==> config.mk <==
export PLATFORM = sky130hd
export DESIGN_NAME = gpio_edge_irq
export DESIGN_NICKNAME = d
export VERILOG_FILES = /design/src/rtl/gpio_edge_pkg.sv /design/src/rtl/gpio_edge_bank.sv /design/src/rtl/gpio_irq_merge.sv /design/src/rtl/gpio_edge_irq.sv
export SDC_FILE = /design/constraint.sdc
export NUM_CORES = 1
export LEC_CHECK = 0
export ABC_AREA = 1
export BUFFER_PORTS_ARGS = -buffer_cell sky130_fd_sc_hd__clkbuf_2
export CORE_AREA = 2 2 269 271
export CTS_CLUSTER_DIAMETER = 50
export DETAILED_ROUTE_END_ITERATION = 12
export DIE_AREA = 0 0 271 273
export HOLD_SLACK_MARGIN = 0.08
export PLACE_DENSITY = 0.48
export SYNTH_ARGS = -nofsm -noshare
export SYNTH_HDL_FRONTEND = slang
export SYNTH_HIERARCHICAL = 1
export SYNTH_SLANG_ARGS = --single-unit
==> constraint.sdc <==
create_clock -name clk -period 1.95 [get_ports clk]
set_input_delay 0.195 -clock clk [delete_from_list [all_inputs] [get_ports clk]]
set_output_delay 0.195 -clock clk [all_outputs]
set_load 0.03 [all_outputs]
==> src/rtl/gpio_edge_pkg.sv <==
package gpio_edge_pkg;

    // Registered outputs of the interrupt merge stage.
    typedef struct packed {
        logic pin0;
        logic pin1;
        logic shared;
        logic wake;
    } irq_out_t;

    // Fixed map of the pins allowed to wake a halted processor, per bank.
    function automatic logic [31:0] wake_bits(input int bank);
        case (bank)
            0:       return 32'h8003_FE1B;
            1:       return 32'h0020_01FC;
            2:       return 32'hEC08_0000;
            3:       return 32'h0012_007F;
            default: return 32'h0000_0000;
        endcase
    endfunction

endpackage

==> src/rtl/gpio_edge_bank.sv <==
module gpio_edge_bank #(
    parameter int          W         = 32,
    parameter int          BANK_IDX  = 0,
    parameter int          NUM_LINES = 128,
    parameter logic [W-1:0] WAKE_MAP = '0
) (
    input  logic         clk,
    input  logic         rst_n,
    input  logic [W-1:0] level,
    input  logic [W-1:0] dir,
    input  logic [W-1:0] rise_en,
    input  logic [W-1:0] fall_en,
    input  logic         halted,
    input  logic         clr_hit,
    input  logic [W-1:0] clr_mask,
    output logic [W-1:0] status_d_o,
    output logic [W-1:0] status_q_o,
    output logic         wake_hit
);
    localparam int BASE = BANK_IDX * W;

    typedef struct packed {
        logic [W-1:0] prev;
        logic [W-1:0] status;
        logic         primed;
    } bank_state_t;

    bank_state_t  st_d, st_q;
    logic [W-1:0] line_ok;
    logic [W-1:0] watch;
    logic [W-1:0] clr_eff;
    logic [W-1:0] rise_hit;
    logic [W-1:0] fall_hit;

    for (genvar j = 0; j < W; j++) begin : g_line
        assign line_ok[j] = ((BASE + j) < NUM_LINES);
    end

    always_comb begin
        clr_eff     = clr_hit ? clr_mask : '0;
        watch       = ~dir & line_ok & {W{st_q.primed}};
        rise_hit    = level & ~st_q.prev & rise_en & watch;
        fall_hit    = ~level & st_q.prev & fall_en & watch;
        st_d.prev   = level;
        st_d.primed = 1'b1;
        // a fresh edge outranks a clear of the same bit
        st_d.status = (st_q.status & ~clr_eff) | rise_hit | fall_hit;
        wake_hit    = halted & (|((level ^ st_q.prev) & watch & WAKE_MAP));
        status_d_o  = st_d.status;
        status_q_o  = st_q.status;
    end

    always_ff @(posedge clk or negedge rst_n) begin
        if (!rst_n) begin
            st_q <= '0;
        end else begin
            st_q <= st_d;
        end
    end


    sticky_clear_chk: assert property (@(posedge clk) disable iff (!rst_n)
        ((~st_q.status & $past(st_q.status) & ~$past(clr_eff)) == '0));


    output_pin_quiet_chk: assert property (@(posedge clk) disable iff (!rst_n)
        ((st_q.status & ~$past(st_q.status) & $past(dir)) == '0));


    set_needs_change_chk: assert property (@(posedge clk) disable iff (!rst_n)
        ((st_q.status & ~$past(st_q.status) & ~($past(level) ^ $past(st_q.prev))) == '0));


    absent_line_chk: assert property (@(posedge clk) disable iff (!rst_n)
        ((st_q.status & ~$past(st_q.status) & ~line_ok) == '0));

endmodule

==> src/rtl/gpio_irq_merge.sv <==
module gpio_irq_merge
    import gpio_edge_pkg::*;
#(
    parameter int NUM_BANKS = 4,
    parameter int BANK_W    = 32
) (
    input  logic                        clk,
    input  logic                        rst_n,
    input  logic [NUM_BANKS*BANK_W-1:0] status_d,
    input  logic [NUM_BANKS-1:0]        wake_hit,
    output logic                        irq_pin0,
    output logic                        irq_pin1,
    output logic                        irq_shared,
    output logic                        wake_req
);
    localparam int TOTAL = NUM_BANKS * BANK_W;

    irq_out_t out_d, out_q;

    always_comb begin
        out_d.pin0   = status_d[0];
        out_d.pin1   = status_d[1];
        out_d.shared = |status_d[TOTAL-1:2];
        out_d.wake   = |wake_hit;
    end

    always_ff @(posedge clk or negedge rst_n) begin
        if (!rst_n) begin
            out_q <= '0;
        end else begin
            out_q <= out_d;
        end
    end

    assign irq_pin0   = out_q.pin0;
    assign irq_pin1   = out_q.pin1;
    assign irq_shared = out_q.shared;
    assign wake_req   = out_q.wake;

endmodule

==> src/rtl/gpio_edge_irq.sv <==
module gpio_edge_irq
    import gpio_edge_pkg::*;
#(
    parameter int NUM_BANKS = 4,
    parameter int BANK_W    = 32,
    parameter int NUM_LINES = 128,
    localparam int TOTAL    = NUM_BANKS * BANK_W,
    localparam int BANK_IW  = (NUM_BANKS > 1) ? $clog2(NUM_BANKS) : 1
) (
    input  logic              clk,
    input  logic              rst_n,
    input  logic [TOTAL-1:0]  pin_level,
    input  logic [TOTAL-1:0]  pin_dir,
    input  logic [TOTAL-1:0]  rise_en,
    input  logic [TOTAL-1:0]  fall_en,
    input  logic              halted,
    input  logic              clr_valid,
    input  logic [BANK_IW-1:0] clr_bank,
    input  logic [BANK_W-1:0] clr_mask,
    output logic [TOTAL-1:0]  status,
    output logic              irq_pin0,
    output logic              irq_pin1,
    output logic              irq_shared,
    output logic              wake_req
);
    logic [TOTAL-1:0]     status_d;
    logic [NUM_BANKS-1:0] wake_hit;

    for (genvar b = 0; b < NUM_BANKS; b++) begin : g_bank
        logic clr_hit;
        assign clr_hit = clr_valid && (clr_bank == BANK_IW'(b));

        gpio_edge_bank #(
            .W         (BANK_W),
            .BANK_IDX  (b),
            .NUM_LINES (NUM_LINES),
            .WAKE_MAP  (BANK_W'(wake_bits(b)))
        ) u_bank (
            .clk        (clk),
            .rst_n      (rst_n),
            .level      (pin_level[b*BANK_W +: BANK_W]),
            .dir        (pin_dir[b*BANK_W +: BANK_W]),
            .rise_en    (rise_en[b*BANK_W +: BANK_W]),
            .fall_en    (fall_en[b*BANK_W +: BANK_W]),
            .halted     (halted),
            .clr_hit    (clr_hit),
            .clr_mask   (clr_mask),
            .status_d_o (status_d[b*BANK_W +: BANK_W]),
            .status_q_o (status[b*BANK_W +: BANK_W]),
            .wake_hit   (wake_hit[b])
        );
    end

    gpio_irq_merge #(
        .NUM_BANKS (NUM_BANKS),
        .BANK_W    (BANK_W)
    ) u_merge (
        .clk        (clk),
        .rst_n      (rst_n),
        .status_d   (status_d),
        .wake_hit   (wake_hit),
        .irq_pin0   (irq_pin0),
        .irq_pin1   (irq_pin1),
        .irq_shared (irq_shared),
        .wake_req   (wake_req)
    );


    pin_lines_align_chk: assert property (@(posedge clk) disable iff (!rst_n)
        (irq_pin0 == status[0]) && (irq_pin1 == status[1]));


    shared_line_align_chk: assert property (@(posedge clk) disable iff (!rst_n)
        irq_shared == (|status[TOTAL-1:2]));


    wake_needs_halt_chk: assert property (@(posedge clk) disable iff (!rst_n)
        wake_req |-> $past(halted));

endmodule

==> reports/metrics.cfg <==
[outcome]
violations = setup timing
status = finished with violations

[yosys]
yosys_warnings = 6
synth_seq_cells = 264
yosysTopAreaCell = dfrtp_1
synth-edff-count = 0
synth_most_common_cell = nand2_1
syn-num-nets = 2398
ys_seq_area_share_pct = 44.67
syn_area_per_cell_um2 = 8.337
async_flop_share_pct = 100.0
netlist_top_cells_count = nand2_1 (332), inv_1 (273), dfrtp_1 (264)
synth_ff_type = dfrtp_1
synth.area.top_cells = dfrtp_1 (45%), nand2_1 (8.4%), nand3_1 (6.9%)
synthDistinctLibCells = 26
netlist_instances = 1774
synth_top_area_share_pct = 44.67
netlist_area_mm2 = 0.01479

[placed_design]
post-place-ws_ps = -671.9
hpwl_um = 56950
numPortBuffers = 681
place_congestion = 0.8751

[sta]
tns_ps = -206.8
relSlewSlack_pct = 60.60
clock.fmax_mhz = 486.6
rsz0062_at_grt = yes
fin_crit_ps = 2055
period_share_pct = 105.4
setup_viol = 2
setup_ws_ps = -104.9
hold_viol_final = 0
slew_violations = 0
tightest_slew_ps = 591.0
finClkSkew_ps = 17.74

[drt]
detail_route.wl_per_cell_um = 18.45
antenna_left = 0
drt-pass1-iter-count = 5
drc = 0
vias = 16080
wirelength_um = 71170
drt_iter0_drc = 689
avgViaCountPerCell = 4.168

[finish]
fillCellCount = 7347
multi_input_area_mm2 = 0.006077
drive_above_1_share_pct = 35.44
seqCellArea_mm2 = 0.006610
synthToLayoutAreaGrowth_pct = 70.64
fin_nets = 3494

[floorplan]
start_util_pct = 20.83
core_mm2 = 0.07100
rows = 98
die-area_mm2 = 0.07398
ios = 682
die_w_um = 271
die_y_um = 273

[global_route]
grt_pass1_wl_um = 103900
grt_max_degree = 59
grt_pass1_vias = 16960
antenna_found_initial = 2
overflow = 0
grt.total_usage_pct = 18.70

[worst_hold_path]
hold_path_depth = 4
hold_path.class = in -> reg

[setup_path]
worstPathArrival_ps = 2500
worst-setup-path-type = reg -> reg
worstSetupStartpointType = flip-flop
critPathCaptureType = flip-flop
r2r.worst_path.cells = 10
crit_required_ps = 2390
crit_path_max_fanout = 8

[power]
cellLeakagePower_nw = 13.11
total_power_w = 0.02211
ir_drop_mv = 0.6655
power_density_mw_per_mm2 = 876.2

[clocking]
clock_path_buffers = 3
clkLatencyLatePin_ps = 580
clkSinkCount = 264
clk_pin_slew_ps = 50
cts_buffers = 50
cts_root_buf = clkbuf_16
htreeDepth = 2
tritoncts = yes

[flow_run]
cap_violations = 0

## kinds of logic (layout without fill, tap and decap cells)
kind of cell,count (synthesis),in the layout,synth area share [%]
AOI/OAI and AO/OA,28,28,1.607
adders and majority gates,74,74,6.261
buffers and inverters,433,1565,15.36
DFF,264,264,44.67
other,4,5,0.1015
and+or+nand+nor,971,971,32.00
## per-stage QoR
step / util [%] / cells / area, um^2 / hold slack [ps]
after floorplan: - / 1774 / 14790 / -100.6
after global placement: 27.36 / 3367 / 19420 / 196.0
after global routing: 35.54 / 3856 / 25230 / 104.7
after CTS: 35.29 / 3841 / 25060 / 82.97
final: 35.55 / 3857 / 25240 / 112.7
after detailed placement: 27.36 / 3367 / 19420 / 204.6
## sequential cells by signal, summed over array words and instances (netlist names)
register                  cells
u_merge/irq_pin0              1
g_bank.u_bank/status_q_o    128
g_bank.u_bank/st_q          132
u_merge/irq_shared            1
u_merge/wake_req              1
u_merge/irq_pin1              1
## worst paths after layout
check / start / slack (ps) / to
max in group asynchronous: rst_n / 1060 / g_bank[3].u_bank/st_q[0]$_DFF_PN0_
min in group asynchronous: rst_n / 200 / g_bank[2].u_bank/st_q[58]$_DFF_PN0_
max: g_bank[0].u_bank/st_q[0]$_DFF_PN0_ / -100 / u_merge/wake_req$_DFF_PN0_
min: pin_dir[65] / 110 / g_bank[2].u_bank/status_q_o[1]$_DFF_PN0_
min reg2reg: g_bank[0].u_bank/status_q_o[0]$_DFF_PN0_ / 540 / g_bank[0].u_bank/status_q_o[0]$_DFF_PN0_
max reg2reg: g_bank[0].u_bank/st_q[0]$_DFF_PN0_ / -100 / u_merge/wake_req$_DFF_PN0_
## power by group
group          switching, W  internal, W
Sequential         0.000491      0.00623
Clock               0.00322      0.00555
Combinational       0.00379      0.00283
Total               0.00750       0.0146
## layout make-up
| class | instances | area share (%) |
|---|---|---|
| Timing Repair Buffer | 1200 | 34.16 |
| Tap cell | 950 | 4.710 |
| Multi-Input combinational cell | 1077 | 24.08 |
| Antenna cell | 1 | 0.009916 |
| Sequential cell | 264 | 26.19 |
| Clock buffer | 61 | 5.444 |
| Clock inverter | 27 | 1.170 |
| Inverter | 277 | 4.229 |
## critical path, stage by stage, from the launching register on
cell      delay, ps
dfrtp_2         450
buf_4           150
buf_6           120
buf_4           160
nand3b_1        110
nand2_2          80
nor2_4          150
nand2_2          80
nor2_4           90
nor2_1           40
or4_1           500
## what timing repair did
item	CTS	global route
pin swaps	11	15
hold buffers	381	0
setup endpoints to repair	2	7
resized for setup	35	16
hold endpoints to repair	521	0
gates cloned	0	1
buffers inserted	6	14
## layout by cell type (no fill, tap or decap)
cell	synthesis	final
bufinv_16	0	4
nand3_4	0	1
a32oi_1	26	26
nand2_4	0	1
conb_1	4	4
a21oi_1	2	2
dfrtp_1	264	261
clkbuf_1	2	4
inv_8	2	4
and2_2	0	1
clkbuf_8	0	6
and2_1	5	2
buf_12	4	26
nor2_4	39	48
or4_1	1	1
nand3_1	205	200
buf_8	2	1
nor2_1	189	167
clkinv_4	0	6
inv_6	1	8
dfrtp_2	0	3
nand3b_1	13	13
clkinv_2	0	7
inv_1	273	273
ha_1	74	74
and2_4	0	2
nand4_1	144	144
nand3_2	0	4
nand2_2	0	8
clkbuf_16	0	52
nor3_1	1	1
clkbuf_2	0	680
buf_6	5	3
clkinvlp_4	0	2
nand2_1	332	323
diode_2	0	1
nand4_2	1	1
nor2_2	41	54
buf_4	129	108
dlygate4sd3_1	0	381
## per-layer routing
layer  wire, um  vias up  track usage, %
met4       2288        0           6.295
met3       4213      121           3.945
met5          0        -               0
li1           -     7824               -
met1      29310     7556           22.04
met2      35350      575           33.59
No activity file was read; power rests on OpenSTA's default activity.
